===== config.mk =====
export PLATFORM = sky130hd
export DESIGN_NAME = comma_deser
export DESIGN_NICKNAME = d
export VERILOG_FILES = /design/src/rtl/comma_deser_pkg.sv /design/src/rtl/deser_src_sel.sv /design/src/rtl/deser_shift.sv /design/src/rtl/deser_frame.sv /design/src/rtl/comma_deser.sv
export SDC_FILE = /design/constraint.sdc
export NUM_CORES = 1
export LEC_CHECK = 0
export BUFFER_PORTS_ARGS = -buffer_cell sky130_fd_sc_hd__buf_2
export CAP_MARGIN = 20
export CORE_UTILIZATION = 44
export CTS_CLUSTER_SIZE = 14
export DETAILED_ROUTE_END_ITERATION = 7
export GPL_TIMING_DRIVEN = 0
export PLACE_DENSITY = 0.66
export SLEW_MARGIN = 5
export SYNTH_ARGS = -nofsm -noshare
export SYNTH_HDL_FRONTEND = slang
export SYNTH_HIERARCHICAL = 1
export SYNTH_SLANG_ARGS = --single-unit
export TNS_END_PERCENT = 5

===== constraint.sdc =====
create_clock -name clk -period 1.2 [get_ports clk]
set_input_delay 0.12 -clock clk [delete_from_list [all_inputs] [get_ports clk]]
set_output_delay 0.12 -clock clk [all_outputs]
set_load 0.02 [all_outputs]

===== src/rtl/comma_deser_pkg.sv =====
package comma_deser_pkg;
  localparam int unsigned WORD_W_DEF  = 10;
  localparam int unsigned COMMA_W_DEF = 7;
  // bit i is the i-th received bit: 0,0,1,1,1,1,1
  localparam logic [6:0]  COMMA_DEF   = 7'b1111100;

  typedef enum logic [1:0] {
    LAUNCH_NONE,
    LAUNCH_BOUNDARY,
    LAUNCH_REALIGN
  } launch_e;
endpackage


===== src/rtl/deser_src_sel.sv =====
module deser_src_sel (
  input  logic line_rx_i,
  input  logic tx_ser_i,
  input  logic loopback_i,
  output logic bit_o,
  output logic line_tx_o
);
  always_comb begin
    bit_o     = loopback_i ? tx_ser_i : line_rx_i;
    line_tx_o = loopback_i ? 1'b1 : tx_ser_i;
  end
endmodule


===== src/rtl/deser_shift.sv =====
module deser_shift #(
  parameter int unsigned WORD_W  = comma_deser_pkg::WORD_W_DEF,
  parameter int unsigned COMMA_W = comma_deser_pkg::COMMA_W_DEF,
  parameter logic [COMMA_W-1:0] COMMA = comma_deser_pkg::COMMA_DEF
) (
  input  logic              clk,
  input  logic              rst,
  input  logic              bit_i,
  output logic [WORD_W-1:0] win_o,
  output logic              comma_o
);
  logic [WORD_W-1:0] sh_q;

  // newest bit enters at the top; oldest sits in bit 0
  always_comb begin
    win_o   = {bit_i, sh_q[WORD_W-1:1]};
    comma_o = (win_o[COMMA_W-1:0] == COMMA);
  end

  always_ff @(posedge clk) begin
    if (rst) sh_q <= '0;
    else     sh_q <= win_o;
  end
endmodule


===== src/rtl/deser_frame.sv =====
module deser_frame #(
  parameter int unsigned WORD_W = comma_deser_pkg::WORD_W_DEF
) (
  input  logic              clk,
  input  logic              rst,
  input  logic [WORD_W-1:0] win_i,
  input  logic              comma_i,
  input  logic              align_en_i,
  output logic [WORD_W-1:0] data_o,
  output logic              valid_o,
  output logic              sync_o,
  output logic              bclk0_o,
  output logic              bclk1_o
);
  import comma_deser_pkg::*;

  localparam int unsigned CNT_W = $clog2(WORD_W);
  localparam logic [CNT_W-1:0] LAST = CNT_W'(WORD_W - 1);

  logic [CNT_W-1:0] cnt_q;
  logic             ph_q;
  logic             hit;
  logic             at_edge;
  launch_e          launch;

  always_comb begin
    hit     = align_en_i && comma_i;
    at_edge = (cnt_q == LAST);
    if (hit && !at_edge) launch = LAUNCH_REALIGN;
    else if (at_edge)    launch = LAUNCH_BOUNDARY;
    else                 launch = LAUNCH_NONE;
  end

  always_ff @(posedge clk) begin
    if (rst) begin
      cnt_q   <= '0;
      ph_q    <= 1'b0;
      data_o  <= '0;
      valid_o <= 1'b0;
      sync_o  <= 1'b0;
    end else begin
      valid_o <= (launch != LAUNCH_NONE);
      sync_o  <= hit;
      if (launch != LAUNCH_NONE) begin
        data_o <= win_i;
        cnt_q  <= '0;
        ph_q   <= hit ? 1'b1 : ~ph_q;
      end else begin
        cnt_q  <= cnt_q + CNT_W'(1);
      end
    end
  end

  always_comb begin
    bclk1_o = ph_q;
    bclk0_o = ~ph_q;
  end
endmodule


===== src/rtl/comma_deser.sv =====
module comma_deser #(
  parameter int unsigned WORD_W  = comma_deser_pkg::WORD_W_DEF,
  parameter int unsigned COMMA_W = comma_deser_pkg::COMMA_W_DEF,
  parameter logic [COMMA_W-1:0] COMMA = comma_deser_pkg::COMMA_DEF
) (
  input  logic              clk,
  input  logic              rst,
  input  logic              line_rx_i,
  input  logic              tx_ser_i,
  input  logic              loopback_i,
  input  logic              align_en_i,
  output logic              line_tx_o,
  output logic [WORD_W-1:0] rx_data_o,
  output logic              rx_valid_o,
  output logic              rx_sync_o,
  output logic              byte_clk0_o,
  output logic              byte_clk1_o
);
  logic              rx_bit;
  logic [WORD_W-1:0] win;
  logic              comma;

  deser_src_sel u_sel (
    .line_rx_i (line_rx_i),
    .tx_ser_i  (tx_ser_i),
    .loopback_i(loopback_i),
    .bit_o     (rx_bit),
    .line_tx_o (line_tx_o)
  );

  deser_shift #(.WORD_W(WORD_W), .COMMA_W(COMMA_W), .COMMA(COMMA)) u_shift (
    .clk    (clk),
    .rst    (rst),
    .bit_i  (rx_bit),
    .win_o  (win),
    .comma_o(comma)
  );

  deser_frame #(.WORD_W(WORD_W)) u_frame (
    .clk       (clk),
    .rst       (rst),
    .win_i     (win),
    .comma_i   (comma),
    .align_en_i(align_en_i),
    .data_o    (rx_data_o),
    .valid_o   (rx_valid_o),
    .sync_o    (rx_sync_o),
    .bclk0_o   (byte_clk0_o),
    .bclk1_o   (byte_clk1_o)
  );
endmodule


# After elaboration in Yosys (flattened, before gate mapping)
# Cells that the tools add are included.
[classes] n_mux=5 n_bitwise=1 add_sub_neg=1 eq_ne=2 n_reduce_logical=5
[op_table] op="$eq 7x7->1 const B" count=1
[op_table] op="$add 4x1->4 const B" count=1
[op_table] op="$eq 4x4->1 const B" count=1
[op_table] op="$mux 1" count=4
[op_table] op="$logic_and 1x1->1" count=2
[op_table] op="$mux 2" count=1
[op_table] op="$reduce_bool 2->1" count=1
[op_table] op="$reduce_or 2->1" count=1
[op_table] op="$logic_not 1->1" count=1
[op_table] op="$not 1->1" count=1
[totals] out_inout_bits=15 elab_cells=20 ff_bits=27 in_bits=6

# Logic depth before layout (Yosys ltp)
# Gate-level depths: netlist of the first run.
[depth] depth_word=6 depth_mapped=6 depth_no_buf=5

# Modules after synthesis
# Netlist of the first run, hierarchy kept.
[by_module_without_submodules] module="deser_frame" cells_per_inst=48 n_inst=1 seq_area_each_um2=340.3 area_each_um2=571.8
[by_module_without_submodules] module="deser_shift" cells_per_inst=21 n_inst=1 seq_area_each_um2=180.2 area_each_um2=265.3
[by_module_without_submodules] module="deser_src_sel" cells_per_inst=2 n_inst=1 seq_area_each_um2=0.0 area_each_um2=21.3

# Worst setup path after synthesis of the first run
# OpenSTA, ideal clock, no wires.
[synth_timing] path_type="register to register" start="register u_shift.sh_q[3]" end="register u_frame.data_o[0]" path_buffers=1 period_less_slack_ns=1.347 setup_time_ns=0.059 t_required_ns=1.141 path_slack_ns=-0.147 arrival_ns=1.288 stages_incl_launch_ff=7 cell_sequence="dfxtp_1 > nand4_1 > nor4b_2 > nand2_1 > a21oi_1 > buf_2 > a22o_1"
[synth_between] elab_chain_cells=5
[synth_rtl] element="start: declaration" line_no="deser_shift.sv:12" rtl="logic [WORD_W-1:0] sh_q;"
[synth_rtl] element="start signal: assignment" line_no="deser_shift.sv:22" rtl="else sh_q <= win_o;"
[synth_rtl] element="$eq 7x7->1" line_no="deser_shift.sv:17" rtl="comma_o = (win_o[COMMA_W-1:0] == COMMA);"
[synth_rtl] element="named net comma" line_no="comma_deser.sv:21" rtl="logic comma;"
[synth_rtl] element="$logic_and 1x1->1" line_no="deser_frame.sv:27" rtl="hit = align_en_i && comma_i;"
[synth_rtl] element="$logic_and 1x1->1" line_no="deser_frame.sv:29" rtl="if (hit && !at_edge) launch = LAUNCH_REALIGN;"
[synth_rtl] element="$mux 2" line_no="deser_frame.sv:29"
[synth_rtl] element="$reduce_bool 2->1" line_no="deser_frame.sv:44" rtl="if (launch != LAUNCH_NONE) begin"
[synth_rtl] element="end signal: assignment" line_no="deser_frame.sv:45" rtl="data_o <= win_i;"
[synth_rtl] element="end: declaration" line_no="deser_frame.sv:9" rtl="output logic [WORD_W-1:0] data_o,"
# The timed path passes the listed nets, and every way through them passes these cells.
# A chain may end at the register's enable or synchronous reset.

# Worst setup path in the final report of the first run
[layout_timing] start="register u_frame.cnt_q[1]" end="register u_frame.data_o[5]"
[layout_between] elab_chain_cells=5 elab_cells_between_ends=6 classes_between="eq/ne (1); mux (2); reduce/logical (3)"
[layout_rtl] element="start: declaration" line_no="deser_frame.sv:20" rtl="logic [CNT_W-1:0] cnt_q;"
[layout_rtl] element="start signal: assignment" line_no="deser_frame.sv:49" rtl="cnt_q <= cnt_q + CNT_W'(1);"
[layout_rtl] element="$eq 4x4->1 *" line_no="deser_frame.sv:28" rtl="at_edge = (cnt_q == LAST);"
[layout_rtl] element="$logic_not 1->1" line_no="deser_frame.sv:29"
[layout_rtl] element="$logic_and 1x1->1" line_no="deser_frame.sv:29"
[layout_rtl] element="$mux 2 *" line_no="deser_frame.sv:29"
[layout_rtl] element="$reduce_bool 2->1 *" line_no="deser_frame.sv:44"
# Mark *: on every way between the ends. The rest lies on a longest branch, timed or not.

==> parameters.txt, run 1 <==
Parameter                              Value

Hold path
  Launch point of the worst hold path ... align_en_i
  Worst min-delay path class ... input pin to register
  Worst Hold Depth ... 3
  Min-Delay Endpoint ... u_frame/sync_o

Die
  Height of the die ... between 40 and 50 um
  Area of the core ... between 1500 and 2000 sq um
  Die outline width ... about 46 um
  Starting density of the core ... 0.481
  IO Count ... 21
  Die area ... approximately 2100 sq um
  Number of rows in the core area ... 15

Pwr
  Post-layout power ... between 1.5 and 2 mW
  Largest voltage drop on the vdd net ... 768 uV
  Power per cell area ... 1430 nW/um^2
  Switching power total ... 0.287 mW
  Portion of total power attributed to combinational logic ... 0.045
  Switching power share of the total ... 0.187
  Internal power contribution ... roughly 1.3 mW
  Leakage power ... 0.467 nW
  Clock power frac ... 0.376
  Power share of the sequential group ... 0.579

Global route
  Number of global-route vias before repair ... just over 500
  Initial antenna violation count ... 0
  Pin count of the biggest net entering global routing ... 16
  Total routing usage reported by global routing ... 0.139
  Global-route wire length before repair ... 2.05 mm
  GR Overflow Total ... 0

Worst setup path
  Kind of critical path ... register to register
  Sort of element at the start of the critical path ... register
  Endpoint class of the critical path ... register
  Cell-by-cell listing of the critical path ... inv_2 -> ha_4 -> and3b_2 -> nor3b_4 -> a22o_1
  Worst Path Arrival ... between 1.5 and 2 ns
  Required time of the critical path ... 1.47 ns
  R2R depth ... 5
  Critical path peak fanout ... 10
  Endpoint of the lowest-slack register-to-register path ... u_frame/data_o[5]
  Setup slack of the worst register-to-register path ... -0.26 ns
  Stage delay of the slowest cell on the critical path ... 0.41 ns
  Worst-path cell with the longest stage delay ... sky130_fd_sc_hd__nor3b_4
  Origin of the critical flop-to-flop path ... u_frame/cnt_q[1]

Timing
  Final worst-path setup slack ... -0.255 ns
  Setup TNS ... -2.61 ns
  Final critical-path share of the clock period ... 1.21
  Total of endpoints with negative setup slack in the final report ... 15
  Final slew viol count ... 0
  Hold Vio Cnt, Final ... 0
  Achievable Freq ... about 0.69 GHz
  Worst-case hold slack ... between 0.08 and 0.09 ns
  Slew at the pin with the worst max-slew slack ... 0.438 ns
  Unrepaired setup endpoints after global routing ... yes
  Slew Limit Headroom ... 0.708
  Worst Skew ... between 0.006 and 0.007 ns
  Time the final worst path needs with I/O delays and setup ... approximately 1.5 ns

Place
  Setup slack at placement ... -0.276 ns
  Number of instances in the placed design ... 116
  Routability-driven placement congestion ratio ... 0.682
  # port buffers ... 20
  Area after DPL ... a little over 1000 sq um
  Final HPWL DP ... roughly 930 um

Final layout
  Cell Count, Final, Fillers Out ... 120
  Fraction of final layout cells sized beyond drive strength 1 ... 0.421
  Final Core Density ... 0.603
  Number of antenna cells inserted ... 0
  Final standard cell area without fillers ... 1070 sq um
  Most common cell after layout, fill and taps aside ... sky130_fd_sc_hd__dfxtp_1
  Most frequent cells in the layout ... sky130_fd_sc_hd__dfxtp_1 (21), sky130_fd_sc_hd__buf_2 (20), sky130_fd_sc_hd__a22o_1 (10)
  Final layout net count ... 104
  Area growth, synth to finish ... 25.2%

Clock tree
  Number of buffers inserted during clock tree synthesis ... 3
  Root buffer selected by CTS ... sky130_fd_sc_hd__clkbuf_4
  Clock insertion delay at the later pin of the skew report ... just over 0.3 ns
  Clock Sink Count ... 26
  Clock transition at path regs ... between 0.1 and 0.15 ns
  Number of buffers between clock root and the deepest sink ... 2
  CTS tree ... done
  Hold buffers post-CTS ... 0
  H-tree depth ... 1

Drt
  Total wire length after detailed routing ... 1.28 mm
  Detail-routed net length per standard cell ... approximately 11 um
  Count of routing violations after the opening detailed-route iteration ... 3
  First-pass DRT Iterations ... 3
  Post-route ant nets ... 0
  Drt via density ... 4.72
  Number of design rule violations left after detail routing ... 0
  Vias ... roughly 570

Flow run
  Max-cap violations ... 0

Yosys
  Net count after synthesis ... 79
  Share of the yosys chip area belonging to registers ... 0.606
  Post-synthesis cell count ... 71
  YS warnings ... 6
  Avg Synthesized Cell Area ... approximately 12 sq um
  Post-synthesis sequential element count ... 26
  Netlist cell types ... 20
  Mapped Area ... roughly 860 sq um

Status
  Run status ... complete, but fails checks
  Failing checks ... setup timing
## metal layers
layer	share of wire	up-vias	GRT usage
met2	0.47	8	0.225
met1	0.49	261	0.168
met3	0.026	2	0.0353
met5	0	-	0
met4	0.012	0	0.0706
li1	-	295	-
## flip-flops by register name (all words and copies together) (netlist names)
| register | flops |
|---|---|
| u_frame/bclk1_o | 1 |
| u_shift/sh_q | 9 |
| u_frame/sync_o | 1 |
| u_frame/cnt_q | 4 |
| u_frame/valid_o | 1 |
| u_frame/data_o | 10 |
## how the worst max path moves through the flow
stage,from,to
6_report,u_frame/cnt_q[1],u_frame/data_o[5]
5_1_grt,u_frame/cnt_q[1],u_frame/data_o[6]
4_1_cts,u_frame/cnt_q[1],u_frame/data_o[4]
3_5_place_dp,u_shift/sh_q[7],u_frame/data_o[4]
3_3_place_gp,u_shift/sh_q[7],u_frame/data_o[5]
2_1_floorplan,u_frame/cnt_q[1],u_frame/data_o[0]
## worst max-delay path: cells and delay by family, from the launching register on
family,cells,cell delay [ns]
buffers and inverters,1,0.04
AOI/OAI and AO/OA,1,0.22
DFF,1,0.37
adders and majority gates,1,0.15
and+or+nand+nor,2,0.63
## cells in the mapped netlist
master | n | area [sq um]
sky130_fd_sc_hd__xnor2_1 | 2 | 17.5
sky130_fd_sc_hd__nor3b_4 | 1 | 18.8
sky130_fd_sc_hd__nand3_1 | 1 | 5.00
sky130_fd_sc_hd__nor2_1 | 5 | 18.8
sky130_fd_sc_hd__nand2_1 | 1 | 3.75
sky130_fd_sc_hd__and3b_1 | 1 | 8.76
sky130_fd_sc_hd__nor2b_1 | 9 | 56.3
sky130_fd_sc_hd__buf_4 | 1 | 7.51
sky130_fd_sc_hd__nand3b_1 | 2 | 15.0
sky130_fd_sc_hd__nor4b_2 | 1 | 15.0
sky130_fd_sc_hd__dfxtp_1 | 26 | 521
sky130_fd_sc_hd__mux2_4 | 1 | 15.0
sky130_fd_sc_hd__inv_1 | 2 | 7.51
sky130_fd_sc_hd__xor2_1 | 1 | 8.76
sky130_fd_sc_hd__a21oi_1 | 2 | 10.0
sky130_fd_sc_hd__nand4_1 | 1 | 6.26
sky130_fd_sc_hd__buf_2 | 1 | 5.00
sky130_fd_sc_hd__or2_2 | 1 | 6.26
sky130_fd_sc_hd__a22o_1 | 10 | 87.6
sky130_fd_sc_hd__ha_1 | 2 | 25.0
## timing repair
item                                    in CTS  in global routing
endpoints found under the setup margin      15                 16
setup buffers                                0                  0
gates resized for setup                      3                  2
pin swaps                                    3                  3
cloned                                       0                  0
## final cells by class
type,count,area (sq um)
fillers,167,708
flip-flops and latches,26,527
multi-input cells,41,338
repair buffers,20,100
well taps,25,31.3
clock inverters,1,30.0
clock buffers,3,22.5
plain buffers,2,18.8
inverters,2,7.51
## logic make-up after synthesis
logic type / after synthesis / share of synthesized area
AOI/OAI and AO/OA: 12 / 0.114
xor gates and xnor gates: 3 / 0.0306
adders and majority gates: 2 / 0.0291
buffers and inverters: 4 / 0.0233
DFF: 26 / 0.606
muxes: 1 / 0.0175
and+or+nand+nor: 23 / 0.179
## power groups by stage
stage	clock network [mW]	registers (mW)	logic, mW
finish	0.578	0.892	0.0688
detailed placement	0	0.911	0.0690
global route	0.638	0.895	0.0781
floorplan	0	0.909	0.0434
global placement	0	0.911	0.0658
CTS	0.595	0.892	0.0697
Power figures use the tool's default switching activity.
==> run 2: changes to the inputs <==
Settings changed: CORE_UTILIZATION 44 to 45, SYNTH_HIERARCHICAL 1 to not set.
==> parameters.txt, run 2 <==
Parameter                              Value

Worst setup path
  Critical path peak fanout ... 7
  Origin of the critical flop-to-flop path ... u_shift.sh_q[1]
  CP bufs+invs ... 1
  Sort of element at the start of the critical path ... register
  Top Family by Delay on Critical Path ... flip-flops
  Kind of critical path ... register to register
  Endpoint of the lowest-slack register-to-register path ... u_frame.data_o[8]
  Worst Path Arrival ... about 1.5 ns
  Required time of the critical path ... 1.43 ns
  Cell-by-cell listing of the critical path ... nand4b_4 -> o21ai_4 -> buf_12 -> mux2_4
  Endpoint class of the critical path ... register
  R2R depth ... 4
  Worst-path cell with the longest stage delay ... sky130_fd_sc_hd__dfxtp_2
  Stage delay of the slowest cell on the critical path ... 0.35 ns
  Setup slack of the worst register-to-register path ... -0.09 ns

Pwr
  Largest voltage drop on the vdd net ... about 600 uV
  Internal power contribution ... 1.11 mW
  Power share of the sequential group ... 0.624
  Clock power frac ... 0.314
  Switching power share of the total ... 0.221
  Power per cell area ... between 1000 and 1500 nW/um^2
  Switching power total ... 0.315 mW
  Portion of total power attributed to combinational logic ... 0.061
  Leakage power ... between 0.7 and 0.8 nW

Place
  Final HPWL DP ... 1.09 mm
  # port buffers ... 20
  Routability-driven placement congestion ratio ... between 0.6 and 0.7

Flow run
  Max-cap violations ... 0

Final layout
  Fraction of final layout cells sized beyond drive strength 1 ... 0.598
  Flip-flop count of the largest register after layout ... 10
  Most common cell after layout, fill and taps aside ... sky130_fd_sc_hd__buf_2
  Most frequent cells in the layout ... sky130_fd_sc_hd__buf_2 (22), sky130_fd_sc_hd__dfxtp_1 (17), sky130_fd_sc_hd__and2b_1 (12)
  Number of antenna cells inserted ... 0
  Area growth, synth to finish ... 28.2%
  Register with the highest flop count ... u_frame.data_o
  Registers with the highest flip-flop counts ... u_frame.data_o (10), u_shift.sh_q (9), u_frame.cnt_q (4)
  Final Core Density ... 0.640
  Final layout net count ... between 100 and 150

Yosys
  Avg Synthesized Cell Area ... ~13 sq um
  YS warnings ... 0
  Most common flop cell mapped by yosys ... sky130_fd_sc_hd__dfxtp_1
  Cell type with the highest aggregate area in the netlist ... sky130_fd_sc_hd__dfxtp_1
  Share of synthesized flip-flops with an asynchronous set or reset ... 0
  Post-synthesis sequential element count ... 26
  Post-synthesis cell count ... a little over 80
  Mapped Area ... between 1000 and 1500 sq um
  Most common cell in the netlist ... sky130_fd_sc_hd__dfxtp_1
  Number of enable-type register cells in the synthesized netlist ... 0
  Area share of the largest cell type after synthesis ... 0.505
  Net count after synthesis ... 89
  Top post-synthesis cells by area ... sky130_fd_sc_hd__dfxtp_1 (51%), sky130_fd_sc_hd__and2b_1 (8.7%), sky130_fd_sc_hd__mux2_4 (8.7%)
  Most frequent cells after synthesis ... sky130_fd_sc_hd__dfxtp_1 (26), sky130_fd_sc_hd__and2b_1 (12), sky130_fd_sc_hd__mux2_4 (6)
  Share of the yosys chip area belonging to registers ... 0.505
  Netlist cell types ... 24

Drt
  First-pass DRT Iterations ... 3
  Number of design rule violations left after detail routing ... 0
  Count of routing violations after the opening detailed-route iteration ... 1
  Drt via density ... 4.70
  Vias ... 653
  Detail-routed net length per standard cell ... ~12 um
  Total wire length after detailed routing ... around 1.6 mm
  Post-route ant nets ... 0

Die
  Die area ... around 2500 sq um
  Area of the core ... just over 2000 sq um
  Number of rows in the core area ... 16
  IO Count ... 21
  Starting density of the core ... 0.499
  Height of the die ... approximately 50 um
  Die outline width ... 49.8 um

Hold path
  Worst min-delay path class ... input pin to register
  Worst Hold Depth ... 2
  Min-Delay Endpoint ... u_shift.sh_q[3]
  Launch point of the worst hold path ... rst

Global route
  Number of global-route vias before repair ... 628
  Initial antenna violation count ... 0
  Total routing usage reported by global routing ... 0.151
  GR Overflow Total ... 0
  Pin count of the biggest net entering global routing ... 15
  Global-route wire length before repair ... about 2.8 mm

Timing
  Final critical-path share of the clock period ... 1.08
  Time the final worst path needs with I/O delays and setup ... approximately 1.3 ns
  Unrepaired setup endpoints after global routing ... yes
  Final slew viol count ... 0
  Total of endpoints with negative setup slack in the final report ... 9
  Hold Vio Cnt, Final ... 0
  Final worst-path setup slack ... -0.0937 ns
  Worst-case hold slack ... between 0.02 and 0.03 ns
  Worst Skew ... around 0.0065 ns
  Achievable Freq ... between 0.7 and 0.8 GHz
  Slew at the pin with the worst max-slew slack ... between 0.2 and 0.25 ns
  Slew Limit Headroom ... 0.849

Clock tree
  CTS tree ... done
  Clock insertion delay at the later pin of the skew report ... 0.33 ns
  H-tree depth ... 1
  Root buffer selected by CTS ... sky130_fd_sc_hd__clkbuf_4
  Number of buffers between clock root and the deepest sink ... 2
  Clock Sink Count ... 26
  Number of buffers inserted during clock tree synthesis ... 3
  Clock transition at path regs ... 0.14 ns

Status
  Run status ... complete, but fails checks
  Failing checks ... setup timing
[run 2: area by class of cell]
| class | count | area (sq um) |
|---|---|---|
| Multi-Input combinational cell | 50 | 522 |
| Tap cell | 27 | 33.8 |
| Fill cell | 162 | 742 |
| Sequential cell | 26 | 534 |
| Buffer | 3 | 30.0 |
| Clock buffer | 4 | 36.3 |
| Timing Repair Buffer | 27 | 156 |
| Inverter | 2 | 7.51 |
[run 2: worst max path at each step]
| stage | cells past startpoint | end | startpoint | slack [ns] |
|---|---|---|---|---|
| 2_1_floorplan | 6 | u_frame.data_o[4] | u_frame.cnt_q[1] | -0.06 |
| 3_3_place_gp | 4 | u_frame.data_o[9] | u_shift.sh_q[1] | -0.16 |
| 3_5_place_dp | 4 | u_frame.data_o[5] | u_shift.sh_q[1] | -0.15 |
| 4_1_cts | 4 | u_frame.data_o[8] | u_shift.sh_q[2] | -0.09 |
| 5_1_grt | 4 | u_frame.data_o[8] | u_shift.sh_q[1] | -0.13 |
| 6_report | 4 | u_frame.data_o[8] | u_shift.sh_q[1] | -0.09 |
[run 2: timing repair]
item,4_1_cts,5_1_grt
resized for setup,11,7
endpoints found under the setup margin,9,15
hold buffers,0,0
setup buffers,5,2
pin swaps,1,2
[run 2: worst reg2reg max path, cell delays in order (launching register included)]
cell	delay [ns]
sky130_fd_sc_hd__dfxtp_2	0.35
sky130_fd_sc_hd__nand4b_4	0.18
sky130_fd_sc_hd__o21ai_4	0.22
sky130_fd_sc_hd__buf_12	0.16
sky130_fd_sc_hd__mux2_4	0.30
[run 2: cells by family (layout without fill, tap and decap cells)]
family	Yosys count	after routing	synth area share
buffers and inverters	5	36	0.0365
muxes	10	10	0.130
DFF	26	26	0.505
AOI/OAI and AO/OA	5	5	0.0377
and+or+nand+nor	30	30	0.241
xor gates and xnor gates	3	3	0.0255
adders and majority gates	2	2	0.0243
[run 2: power by group through the flow]
stage	clock [mW]	sequential (mW)	combinational (mW)
after floorplan	0	0.909	0.0510
after global placement	0	0.910	0.0715
final	0.449	0.891	0.0876
after detailed placement	0	0.911	0.0731
after global routing	0.490	0.894	0.0975
after CTS	0.460	0.890	0.0818
[run 2: layer usage]
metal / vias up / share of wire / track usage / routed length, um
li1: 332 / - / - / -
met1: 301 / 0.49 / 0.196 / 779
met2: 18 / 0.46 / 0.234 / 731
met3: 2 / 0.042 / 0.0278 / 67
met4: 0 / 0.017 / 0.0857 / 28
met5: - / 0 / 0 / 0
[run 2: per-stage QoR]
stage	total power [mW]	setup slack, ns	cells	instance area (sq um)	TNS, ns
6_report	1.43	-0.0937	139	1320	-0.679
5_1_grt	1.48	-0.128	139	1320	-1.21
4_1_cts	1.43	-0.0900	137	1280	-0.755
3_5_place_dp	0.985	-0.149	128	1180	-0.980
3_3_place_gp	0.982	-0.158	128	1180	-1.03
2_1_floorplan	0.960	-0.0646	81	1040	-0.387
==> run 3: changes to the inputs <==
Settings changed: CTS_BUF_LIST set to sky130_fd_sc_hd__clkbuf_16.
==> parameters.txt, run 3 (synthesis gave the netlist of run 2 again) <==
Parameter                              Value

Drt
  Count of routing violations after the opening detailed-route iteration ... 5
  Total wire length after detailed routing ... 1.63 mm
  Post-route ant nets ... 0
  Drt via density ... 4.72
  Detail-routed net length per standard cell ... 11.7 um
  First-pass DRT Iterations ... 4
  Vias ... approximately 660
  Number of design rule violations left after detail routing ... 0

Die
  Die outline width ... about 50 um
  Number of rows in the core area ... 16
  IO Count ... 21
  Height of the die ... 49.8 um
  Area of the core ... 2060 sq um
  Die area ... around 2500 sq um
  Starting density of the core ... 0.499

Worst setup path
  Endpoint of the lowest-slack register-to-register path ... u_frame.data_o[9]
  Kind of critical path ... register to register
  Worst Path Arrival ... approximately 1.4 ns
  R2R depth ... 4
  Sort of element at the start of the critical path ... register
  Endpoint class of the critical path ... register
  Origin of the critical flop-to-flop path ... u_shift.sh_q[1]
  Critical path peak fanout ... 7
  Required time of the critical path ... between 1 and 1.5 ns
  Setup slack of the worst register-to-register path ... -0.08 ns

Clock tree
  Clock transition at path regs ... 0.06 ns
  Root buffer selected by CTS ... sky130_fd_sc_hd__clkbuf_16
  Clock insertion delay at the later pin of the skew report ... about 0.26 ns
  H-tree depth ... 1
  Number of buffers inserted during clock tree synthesis ... 3
  Hold buffers post-CTS ... 0
  Clock Sink Count ... 26
  CTS tree ... done
  Number of buffers between clock root and the deepest sink ... 2

Pwr
  Leakage power ... between 0.7 and 0.8 nW
  Post-layout power ... ~1.7 mW
  Largest voltage drop on the vdd net ... 856 uV
  Power per cell area ... 1260 nW/um^2

Final layout
  Flip-flop count of the largest register after layout ... 10
  Final Core Density ... 0.657
  Fraction of final layout cells sized beyond drive strength 1 ... 0.580
  Final layout net count ... 121
  Most frequent cells in the layout ... sky130_fd_sc_hd__buf_2 (22), sky130_fd_sc_hd__dfxtp_1 (18), sky130_fd_sc_hd__and2b_1 (12)
  Area growth, synth to finish ... 31.6%
  Register with the highest flop count ... u_frame.data_o
  Registers with the highest flip-flop counts ... u_frame.data_o (10), u_shift.sh_q (9), u_frame.cnt_q (4)
  Area of combinational cells with multiple inputs ... between 500 and 600 sq um
  Most common cell after layout, fill and taps aside ... sky130_fd_sc_hd__buf_2
  Register area ... around 530 sq um
  Number of antenna cells inserted ... 0
  # fillers ... approximately 160

Place
  # port buffers ... 20
  Routability-driven placement congestion ratio ... a little under 0.7
  Final HPWL DP ... approximately 1.1 mm

Global route
  Global-route wire length before repair ... a little under 3 mm
  GR Overflow Total ... 0
  Number of global-route vias before repair ... roughly 640
  Pin count of the biggest net entering global routing ... 15
  Total routing usage reported by global routing ... 0.161
  Initial antenna violation count ... 0

Hold path
  Min-Delay Endpoint ... u_shift.sh_q[3]
  Worst min-delay path class ... input pin to register
  Launch point of the worst hold path ... rst
  Worst Hold Depth ... 2

Timing
  Final worst-path setup slack ... -0.0829 ns
  Hold Vio Cnt, Final ... 0
  Unrepaired setup endpoints after global routing ... yes
  Time the final worst path needs with I/O delays and setup ... around 1.3 ns
  Worst Skew ... between 0.003 and 0.004 ns
  Slew at the pin with the worst max-slew slack ... approximately 0.23 ns
  Achievable Freq ... 0.779 GHz
  Final critical-path share of the clock period ... 1.07
  Total of endpoints with negative setup slack in the final report ... 9
  Final slew viol count ... 0
  Slew Limit Headroom ... 0.847

Flow run
  Max-cap violations ... 0

Status
  Failing checks ... setup timing
  Run status ... complete, but fails checks
-- run 3: cell count changes in the layout (fill, tap and decap cells not counted), sizes merged --
cell	delta
clkbuf	-1
clkinv	+1
-- run 3: per-layer routing --
layer | track usage | part of all wire | up-vias
li1 | - | - | 331
met1 | 0.195 | 0.48 | 301
met2 | 0.241 | 0.44 | 19
met3 | 0.0463 | 0.047 | 5
met4 | 0.114 | 0.034 | 0
met5 | 0 | 0 | -
-- run 3: worst max-delay path by stage --
stage,start,slack [ns],endpoint,cells after the start
after global routing,u_shift.sh_q[1],-0.12,u_frame.data_o[6],4
after global placement,u_shift.sh_q[1],-0.16,u_frame.data_o[9],4
after CTS,u_shift.sh_q[2],-0.08,u_frame.data_o[1],4
after floorplan,u_frame.cnt_q[1],-0.06,u_frame.data_o[4],6
after detailed placement,u_shift.sh_q[1],-0.15,u_frame.data_o[5],4
final,u_shift.sh_q[1],-0.08,u_frame.data_o[9],4
-- run 3: timing repair --
action                                 4_1_cts  5_1_grt
setup buffers                                5        2
resized for setup                            6        9
setup endpoints to repair                    9       14
pin swaps                                    1        2
endpoints found under the hold margin        0        0
-- run 3: layout make-up --
type,instances,share of cell area
inverters,2,0.00554
well taps,27,0.0249
repair buffers,27,0.115
flip-flops and latches,26,0.392
clock inverters,1,0.00277
multi-input cells,50,0.382
plain buffers,3,0.0222
clock buffers,3,0.0554
-- run 3: metrics by stage --
| step | cell area [sq um] | cells | worst slack [ns] | setup TNS, ns | hold WS, ns |
|---|---|---|---|---|---|
| after floorplan | 1040 | 81 | -0.0646 | -0.387 | 0.200 |
| after global placement | 1180 | 128 | -0.158 | -1.03 | 0.388 |
| after detailed placement | 1180 | 128 | -0.149 | -0.980 | 0.394 |
| after CTS | 1310 | 137 | -0.0807 | -0.671 | 0.109 |
| after global routing | 1360 | 139 | -0.124 | -1.15 | 0.157 |
| final | 1360 | 139 | -0.0829 | -0.677 | 0.120 |
-- run 3: worst max-delay path, stage by stage, from the launching register on --
cell and delay (ns):
sky130_fd_sc_hd__dfxtp_2 0.32, sky130_fd_sc_hd__nand4b_4 0.18, sky130_fd_sc_hd__o21ai_4 0.22, sky130_fd_sc_hd__buf_12 0.16
sky130_fd_sc_hd__mux2_4 0.29
-- run 3: report_power, final --
group | internal (mW) | switching, mW | total, mW
clock network | 0.446 | 0.286 | 0.731
logic | 0.0464 | 0.0404 | 0.0867
registers | 0.880 | 0.0114 | 0.891
